## src/rtl/sysctl_pkg.sv

```systemverilog
package sysctl_pkg;

    localparam int unsigned BUS_AW = 12;
    localparam int unsigned BUS_DW = 32;

    // Word offsets inside the 4 KB window
    localparam logic [BUS_AW-1:0] OFS_LED  = 12'h000;
    localparam logic [BUS_AW-1:0] OFS_DBG  = 12'h004;
    localparam logic [BUS_AW-1:0] OFS_BTN  = 12'h008;
    localparam logic [BUS_AW-1:0] OFS_SLOW = 12'h010;
    localparam logic [BUS_AW-1:0] OFS_FAST = 12'h014;
    localparam logic [BUS_AW-1:0] OFS_MISC = 12'h04C;
    localparam logic [BUS_AW-1:0] OFS_SW   = 12'h050;

    typedef enum logic [2:0] {
        SEL_NONE,
        SEL_LED,
        SEL_DBG,
        SEL_BTN,
        SEL_SLOW,
        SEL_FAST,
        SEL_MISC,
        SEL_SW
    } reg_sel_e;

    typedef struct packed {
        logic [BUS_DW-1:0] count;
        logic [31:0]       phase;
    } timebase_t;

endpackage

```

## src/rtl/sysctl_decode.sv

```systemverilog
module sysctl_decode
    import sysctl_pkg::*;
#(
    parameter bit HAS_SWITCHES = 1'b0,
    parameter bit HAS_DBGCTRL  = 1'b0
) (
    input  logic [BUS_AW-1:0] addr,
    output reg_sel_e          sel,
    output logic              read_only
);

    logic [BUS_AW-1:0] word_ofs;

    // byte lanes are not decoded: every register is one full word
    assign word_ofs = addr & ~BUS_AW'(3);

    always_comb begin
        sel       = SEL_NONE;
        read_only = 1'b0;
        case (word_ofs)
            OFS_LED:  sel = SEL_LED;
            OFS_DBG:  if (HAS_DBGCTRL) sel = SEL_DBG;
            OFS_BTN:  begin
                sel       = SEL_BTN;
                read_only = 1'b1;
            end
            OFS_SLOW: sel = SEL_SLOW;
            OFS_FAST: sel = SEL_FAST;
            OFS_MISC: sel = SEL_MISC;
            OFS_SW:   if (HAS_SWITCHES) begin
                sel       = SEL_SW;
                read_only = 1'b1;
            end
            default:  sel = SEL_NONE;
        endcase
    end

endmodule

```

## src/rtl/sysctl_timebase.sv

```systemverilog
module sysctl_timebase
    import sysctl_pkg::*;
#(
    parameter int unsigned PERIOD = 500000
) (
    input  logic              clk,
    input  logic              rst_n,
    input  logic              load_i,
    input  logic [BUS_DW-1:0] load_val_i,
    output logic [BUS_DW-1:0] count_o
);

    localparam logic [31:0] LAST_PHASE = 32'(PERIOD - 1);

    if (PERIOD < 1) begin : g_bad_period
        $error("sysctl_timebase: PERIOD must be at least 1");
    end

    timebase_t tb_d, tb_q;

    always_comb begin
        tb_d = tb_q;
        if (load_i) begin
            // a load restarts the divider and overrides a coincident tick
            tb_d.count = load_val_i;
            tb_d.phase = '0;
        end else if (tb_q.phase == LAST_PHASE) begin
            tb_d.count = tb_q.count + 1'b1;
            tb_d.phase = '0;
        end else begin
            tb_d.phase = tb_q.phase + 1'b1;
        end
    end

    always_ff @(posedge clk or negedge rst_n) begin
        if (!rst_n) tb_q <= '0;
        else        tb_q <= tb_d;
    end

    assign count_o = tb_q.count;

endmodule

```

## src/rtl/sysctl_regfile.sv

```systemverilog
module sysctl_regfile
    import sysctl_pkg::*;
#(
    parameter int unsigned NUM_LEDS     = 2,
    parameter int unsigned MAX_LEDS     = 32,
    parameter int unsigned BTN_W        = 2,
    parameter int unsigned SW_W         = 8,
    parameter bit          HAS_SWITCHES = 1'b0,
    parameter bit          HAS_DBGCTRL  = 1'b0,
    parameter int unsigned SYS_CLK_HZ   = 50000000,
    parameter int unsigned SLOW_PERIOD  = SYS_CLK_HZ,
    parameter int unsigned FAST_PERIOD  = SYS_CLK_HZ / 100
) (
    input  logic                clk,
    input  logic                rst_n,
    input  logic [BUS_AW-1:0]   bus_addr,
    input  logic                bus_rd,
    input  logic                bus_wr,
    input  logic [BUS_DW-1:0]   bus_wdata,
    output logic [BUS_DW-1:0]   bus_rdata,
    output logic                bus_err,
    input  logic [BTN_W-1:0]    buttons_i,
    input  logic [SW_W-1:0]     switches_i,
    output logic [NUM_LEDS-1:0] led_o,
    output logic [BUS_DW-1:0]   misc_o
);

    localparam int unsigned N_TB = 2;   // index 0: 1 Hz, index 1: 100 Hz

    // LED count outside the supported range stops elaboration
    if (NUM_LEDS < 1 || NUM_LEDS > MAX_LEDS) begin : g_bad_leds
        $error("sysctl_regfile: NUM_LEDS out of range");
    end
    if (BTN_W > BUS_DW || SW_W > BUS_DW) begin : g_bad_inputs
        $error("sysctl_regfile: input bank wider than the data bus");
    end

    typedef struct packed {
        logic [NUM_LEDS-1:0] led;
        logic [BUS_DW-1:0]   dbg;
        logic [BUS_DW-1:0]   misc;
        logic [BUS_DW-1:0]   rdata;
        logic                err;
    } regs_t;

    regs_t            regs_d, regs_q;
    reg_sel_e         sel;
    logic             read_only;
    logic             bad_access;
    logic [BUS_DW-1:0] rd_val;
    logic [BUS_DW-1:0] tb_count [N_TB];
    logic [N_TB-1:0]   tb_load;

    sysctl_decode #(
        .HAS_SWITCHES(HAS_SWITCHES),
        .HAS_DBGCTRL (HAS_DBGCTRL)
    ) u_decode (
        .addr     (bus_addr),
        .sel      (sel),
        .read_only(read_only)
    );

    for (genvar g = 0; g < N_TB; g++) begin : g_tb
        localparam int unsigned TB_PERIOD = (g == 0) ? SLOW_PERIOD : FAST_PERIOD;
        localparam reg_sel_e    TB_SEL    = (g == 0) ? SEL_SLOW : SEL_FAST;

        assign tb_load[g] = bus_wr && (sel == TB_SEL);

        sysctl_timebase #(
            .PERIOD(TB_PERIOD)
        ) u_timebase (
            .clk       (clk),
            .rst_n     (rst_n),
            .load_i    (tb_load[g]),
            .load_val_i(bus_wdata),
            .count_o   (tb_count[g])
        );
    end

    // read multiplexer: absent or unknown offsets return zero
    always_comb begin
        case (sel)
            SEL_LED:  rd_val = BUS_DW'(regs_q.led);
            SEL_DBG:  rd_val = regs_q.dbg;
            SEL_BTN:  rd_val = BUS_DW'(buttons_i);
            SEL_SLOW: rd_val = tb_count[0];
            SEL_FAST: rd_val = tb_count[1];
            SEL_MISC: rd_val = regs_q.misc;
            SEL_SW:   rd_val = BUS_DW'(switches_i);
            default:  rd_val = '0;
        endcase
    end

    assign bad_access = (bus_rd || bus_wr) &&
                        ((sel == SEL_NONE) || (bus_wr && read_only));

    always_comb begin
        regs_d     = regs_q;
        regs_d.err = bad_access;
        if (bus_rd) regs_d.rdata = rd_val;
        if (bus_wr && !bad_access) begin
            case (sel)
                SEL_LED:  regs_d.led  = bus_wdata[NUM_LEDS-1:0];
                SEL_DBG:  regs_d.dbg  = bus_wdata;
                SEL_MISC: regs_d.misc = bus_wdata;
                default:  regs_d.led  = regs_q.led;
            endcase
        end
    end

    always_ff @(posedge clk or negedge rst_n) begin
        if (!rst_n) regs_q <= '0;
        else        regs_q <= regs_d;
    end

    assign bus_rdata = regs_q.rdata;
    assign bus_err   = regs_q.err;
    assign led_o     = regs_q.led;
    assign misc_o    = regs_q.misc;

endmodule

```

## config.mk

```make
export PLATFORM = sky130hd
export DESIGN_NAME = sysctl_regfile
export DESIGN_NICKNAME = d
export VERILOG_FILES = /design/src/rtl/sysctl_pkg.sv /design/src/rtl/sysctl_decode.sv /design/src/rtl/sysctl_timebase.sv /design/src/rtl/sysctl_regfile.sv
export SDC_FILE = /design/constraint.sdc
export NUM_CORES = 1
export LEC_CHECK = 0
export BUFFER_PORTS_ARGS = -buffer_cell sky130_fd_sc_hd__buf_2
export CORE_UTILIZATION = 45
export CTS_CLUSTER_DIAMETER = 30
export DETAILED_ROUTE_END_ITERATION = 12
export PLACE_DENSITY = 0.67
export SKIP_LAST_GASP = 1
export SLEW_MARGIN = 20
export SYNTH_ARGS = -nofsm -noshare
export SYNTH_HDL_FRONTEND = slang
export SYNTH_HIERARCHICAL = 1
export SYNTH_SLANG_ARGS = --single-unit
```

## constraint.sdc

```tcl
create_clock -name clk -period 2.95 [get_ports clk]
set_input_delay 0.59 -clock clk [delete_from_list [all_inputs] [get_ports clk]]
set_output_delay 0.59 -clock clk [all_outputs]
set_load 0.02 [all_outputs]
```

==> Yosys cells after proc, flatten, opt, wreduce, memory -nomap -nowiden <==
Index checks and enable logic that the tools add are counted.
{ "totals": {"register_bits": 227, "in_bits": 58, "out_inout_bits": 67, "wordCells": 50} }
{ "classes": {"add_sub_neg": 4, "n_eq_ne": 13, "n_mux": 9, "n_reduce_logical": 15} }
{ "op_table": {"columns": ["cell", "n"], "rows": [
  ["case mux 32 bit (7 select lines)", 1],
  ["adder 32 x 1 -> 32 bit, second input constant", 4],
  ["2-to-1 mux 32 bit", 4],
  ["2-to-1 mux 64 bit", 2],
  ["equality test 32 x 19 -> 1 bit, second input constant", 1],
  ["equality test 32 x 26 -> 1 bit, second input constant", 1],
  ["equality test 10 x 3 -> 1 bit, second input constant", 2],
  ["case mux 3 bit (5 select lines)", 1],
  ["equality test 3 bit, second input constant", 4],
  ["zero test 12 bit", 1],
  ["equality test 10 x 2 -> 1 bit, second input constant", 1],
  ["equality test 10 x 5 -> 1 bit, second input constant", 1],
  ["equality test 3 x 2 -> 1 bit, second input constant", 2],
  ["AND reduction 2 bit", 3],
  ["logical AND 1 bit", 5],
  ["nonzero test 2 bit", 2],
  ["equality test 3 x 1 -> 1 bit, second input constant", 1],
  ["zero test 3 bit", 1],
  ["logical OR 1 bit", 2],
  ["zero test 1 bit", 1],
  ["2-to-1 mux 1 bit", 1]
]} }

==> Depth between registers and ports, before layout <==
{ "depth": {"ltp_word": 8, "depth_mapped": 13, "ltp_nobuf": 9} }

==> Cells and area by module <==
The synthesis kept the hierarchy.
{ "modules_own_cells": {"columns": ["mod", "instances", "cells_each", "area_per_inst_um2", "seq_area_each_um2"], "rows": [
  ["sysctl_regfile", 1, 463, 5625.4, 2477.4],
  ["sysctl_timebase at g_tb[0].u_timebase", 1, 466, 4135.2, 1601.5],
  ["sysctl_timebase at g_tb[1].u_timebase", 1, 447, 4006.3, 1601.5],
  ["sysctl_decode", 1, 13, 110.1, 0.0]
]} }

==> Worst setup path after synthesis <==
Ideal clock, no wire load.
{ "synth_timing": {"kind": "input-to-reg", "start": "input bus_addr[7]", "end": "register g_tb[1].u_timebase.tb_q (netlist bit g_tb[1].u_timebase/count_o[24])", "setup_time_ps": 116, "arrival_ps": 3260, "required_ps": 2834, "path_slack_ps": -425, "cell_stages": 12, "n_path_buf": 7, "path_cell_list": "or4_4 -> a211oi_1 -> buf_6 -> buf_6 -> buf_4 -> buf_2 -> and3_1 -> clkbuf_1 -> clkbuf_1 -> clkbuf_1 -> nand2_1 -> o311ai_0"} }
{ "synth_via": {"elab_chain_cells": 5, "elab_cells_between_ends": 10, "cone_classes": "5 x eq/ne; 2 x mux; 3 x reduce/logical"} }
{ "synth_rtl": {"columns": ["item", "line", "source"], "rows": [
  ["from (decl)", "sysctl_regfile.sv:16", "input logic [BUS_AW-1:0] bus_addr,"],
  ["equality test 10 x 5 -> 1 bit, or another cell as far along", "sysctl_decode.sv:20", "case (word_ofs)"],
  ["case mux 3 bit (5 select lines) (*)", "sysctl_decode.sv:20", null],
  ["named net sel[0]", "sysctl_regfile.sv:47", "reg_sel_e sel;"],
  ["equality test 3 bit (*)", "sysctl_regfile.sv:67", "assign tb_load[g] = bus_wr && (sel == TB_SEL);"],
  ["logical AND 1 bit (*)", "sysctl_regfile.sv:67", null],
  ["named net tb_load[1]", "sysctl_regfile.sv:52", "logic [N_TB-1:0] tb_load;"],
  ["2-to-1 mux 64 bit or nonzero test 2 bit (tied branches)", null, null],
  ["to (signal assigned)", "sysctl_timebase.sv:37", "else tb_q <= tb_d;"],
  ["to (decl)", "sysctl_timebase.sv:19", "timebase_t tb_d, tb_q;"]
]} }
Mark *: on every way through the listed nets, which the timed path passes. The rest lies on a longest branch.
A chain may end at the register's enable or synchronous reset.

==> Final worst setup path <==
{ "layout_timing": {"start": "input bus_addr[7]", "end": "register g_tb[1].u_timebase.tb_q (netlist bit g_tb[1].u_timebase/count_o[23])"} }
Same word-level chain as after synthesis.

==> out/summary.txt <==
=================================================================================
Outcome ............................................................ finished clean
I/O pin cnt ........................................................          125
Starting density of the core .......................................        0.463
Setup-violating endpoint count in the final report .................            0
Die area ...........................................................   31500 um^2
Layout cells sized above 1 .........................................        0.266
Final routed DRC violation total ...................................            0
Post-synth ARST share ..............................................         1.00
Number of buffer cells added on primary ports ......................          122
Setup repair after global routing missed its margin ................        false
Post-detailed-routing wire length ..................................     34200 um
Count of instances resized after the clock tree is built ...........            0
Die boundary height ................................................       178 um
Flip-flop and latch area ...........................................    5680 um^2
Synth top area share ...............................................        0.409
Initial antenna violation count ....................................            1
Total congestion overflow ..........................................            0
CP endpoint kind ...................................................     register
Reg-to-reg critical path startpoint ................................ g_tb[0].u_timebase/count_o[3]$_DFFE_PN0P_
Layout Nets ........................................................         1471
Sequential cell area fraction in the yosys report ..................        0.409
CTS clock-pin slew for the worst setup and hold paths ..............      0.05 ns
Final weighted congestion in routability-driven placement ..........        0.881
Maximum number of buffers from clock root to sink ..................            3
Cell count after synthesis .........................................         1389
Lkg Pwr ............................................................      7.08 nW
Largest cells by area after synthesis .............................. sky130_fd_sc_hd__dfrtp_1 (41%), sky130_fd_sc_hd__buf_4 (7.6%), sky130_fd_sc_hd__mux2_4 (6.5%), sky130_fd_sc_hd__mux2i_1 (4.0%), sky130_fd_sc_hd__nand2_1 (3.3%)
Inserted Clock Buffers .............................................           49
Max Transition Viols Final .........................................            0
Setup bufs post-CTS ................................................            0
Detail-routed net length per standard cell .........................      18.6 um
Vias in the first global route .....................................        10177
Tightest Pin Transition ............................................     0.878 ns
Final count of hold timing violations ..............................            0
Flop and latch count out of synthesis ..............................          227
Total via count after detailed routing .............................        10444
Data required time at the worst endpoint ...........................      3.36 ns
Clock tree from TritonCTS ..........................................        built
Net count after synthesis ..........................................         1451
Number of rows in the core area ....................................           63
Setup slack at placement ...........................................   -0.0579 ns
Synth cell count leaders ........................................... sky130_fd_sc_hd__dfrtp_1 (227), sky130_fd_sc_hd__buf_4 (140), sky130_fd_sc_hd__nand2_1 (122), sky130_fd_sc_hd__nor2_1 (107), sky130_fd_sc_hd__mux2_4 (60)
CP startpoint ......................................................  bus_addr[7]
Yosys cell types ...................................................           67
Critical path type ................................................. input port to register
Total instance count after detailed placement ......................         1748
Area of combinational cells with multiple inputs ...................    6660 um^2
Fillers ............................................................         2544
Most numerous cell in the Yosys netlist ............................ sky130_fd_sc_hd__dfrtp_1
Number of non-filler instances in the completed layout .............         1839
Worst-path maximum fanout ..........................................           14
Global-route usage over all layers .................................        0.221
Avg Synthesized Cell Area ..........................................    9.99 um^2
Final hold slack ...................................................    0.0570 ns
Initial detailed-routing violation count ...........................          837
Total number of clock tree sinks ...................................          227
Cell taking the most area after synthesis .......................... sky130_fd_sc_hd__dfrtp_1
Startpoint type of the worst setup path ............................   input port
Synth Flop Type .................................................... sky130_fd_sc_hd__dfrtp_1
IR Drop Worst-Case VDD .............................................     0.468 mV
Clock root cell .................................................... sky130_fd_sc_hd__clkbuf_16
CP arrival .........................................................      2.90 ns
PD cells ...........................................................  609 nW/um^2
Setup total negative slack .........................................         0 ns
Mapped Area ........................................................   13900 um^2
Area added between synthesis and finish ............................        14.7%
Post-route clock skew ..............................................    0.0365 ns
Via count normalized by instance count .............................         5.68
Horiz. Die Dim .....................................................       178 um
ANT nets after route ...............................................            0
TritonRoute pass-1 iters ...........................................            8
Placed wire-length estimate ........................................     23900 um
Number of enable flip-flop cells after synthesis ...................            0
Wire length of the first global-routing pass .......................     55400 um
Tcrit/Tclk final ...................................................        0.845
Clock period minus final worst setup slack .........................      2.49 ns
Final worst setup slack ............................................     0.458 ns
H-tree depth .......................................................            2
Quantity of hold-fixing buffers added after cts ....................            0
Worst relative slew slack ..........................................        0.414
Class of the worst hold path ....................................... input port to async pin
Number of maximum-capacitance violations ...........................            0
Maximum clock frequency ............................................    0.401 GHz
Largest net degree at the start of global routing ..................           79
Source-to-sink clock delay at the later pin of the worst-skew pair .      0.56 ns
Synth warn .........................................................            6
Core region area ...................................................   30000 um^2
=================================================================================
==> cell type report <==
cell class / count / area share
multi-input cells: 910 / 0.418
flip-flops and latches: 227 / 0.357
clock buffers: 62 / 0.0845
repair buffers: 179 / 0.0730
well taps: 390 / 0.0307
clock inverters: 28 / 0.0264
inverters: 42 / 0.00991
diodes: 1 / 0.000157
==> per-layer routing <==
layer | global-route usage | up-vias | share of wire
met1 | 0.308 | 5165 | 0.45
li1 | - | 4896 | -
met5 | 0 | - | 0
met3 | 0.0356 | 55 | 0.061
met4 | 0.0677 | 0 | 0.021
met2 | 0.352 | 328 | 0.46
==> cell usage in the layout, fill, tap and decap left out, drive strengths merged, types with 12 or more instances in the layout <==
master,netlist,final
nor2b,20,20
nand4,49,49
and4,21,21
nor3,25,25
xnor2,46,46
buf,166,179
dfrtp,227,227
o22ai,26,26
mux2i,56,56
inv,42,48
and2,12,12
o22a,14,14
clkbuf,43,62
mux2,74,74
a22oi,33,33
nor4,54,54
a22o,15,15
o21ai,29,29
xor2,35,35
nand3,51,51
nand2,124,124
and3,23,23
nor2,108,108
==> through the flow <==
step           instance area, um^2  total power, mW  utilization
2_1_floorplan                13900             3.70            -
3_3_place_gp                 14100             3.90        0.472
3_5_place_dp                 14100             3.91        0.472
4_1_cts                      15900             9.76        0.531
5_1_grt                      15900             10.0        0.531
6_report                     15900             9.69        0.531
==> logic make-up after synthesis <==
logic type	after synthesis	share of synthesized area
and+or+nand+nor	527	0.218
buffers and inverters	252	0.114
DFF	227	0.409
AOI/OAI and AO/OA	168	0.0867
muxes	130	0.117
xor gates and xnor gates	81	0.0511
adders and majority gates	4	0.00361
==> state kept, by name (all words and copies together) (netlist names) <==
register,count
bus_err,1
bus_rdata,32
g_tb.u_timebase/count_o,64
g_tb.u_timebase/tb_q,64
led_o,2
misc_o,32
regs_q,32
==> worst max-delay path, cell delays in order <==
cell                       delay, ns
sky130_fd_sc_hd__buf_2          0.10
sky130_fd_sc_hd__or4_4          0.60
sky130_fd_sc_hd__a211oi_4       0.28
sky130_fd_sc_hd__buf_4          0.15
sky130_fd_sc_hd__and2b_1        0.14
sky130_fd_sc_hd__and3_2         0.40
sky130_fd_sc_hd__buf_4          0.26
sky130_fd_sc_hd__nor2_1         0.05
sky130_fd_sc_hd__a221o_1        0.31
==> power breakdown <==
part / internal (mW) / leakage, nW / total, mW / switching (mW)
Combinational: 0.203 / 3.35 / 0.517 / 0.314
Sequential: 3.23 / 2.87 / 3.36 / 0.127
Clock: 4.02 / 0.857 / 5.82 / 1.80
Total: 7.45 / 7.08 / 9.69 / 2.24
==> final timing paths <==
| path | end | slack (ns) | cells after the start |
|---|---|---|---|
| worst min register to register | g_tb[1].u_timebase/tb_q[0]$_DFF_PN0_ | 0.45 | 1 |
| max in group asynchronous | regs_q[76]$_DFFE_PN0P_ | 2.18 | 2 |
| min in group clk | misc_o[24]$_DFFE_PN0P_ | 0.35 | 2 |
| worst max-delay path | g_tb[1].u_timebase/count_o[23]$_DFFE_PN0P_ | 0.46 | 9 |
| worst min-delay path | g_tb[0].u_timebase/count_o[22]$_DFFE_PN0P_ | 0.06 | 1 |
| worst max register to register | g_tb[0].u_timebase/count_o[19]$_DFFE_PN0P_ | 0.54 | 5 |
No activity file was read; power rests on OpenSTA's default activity.
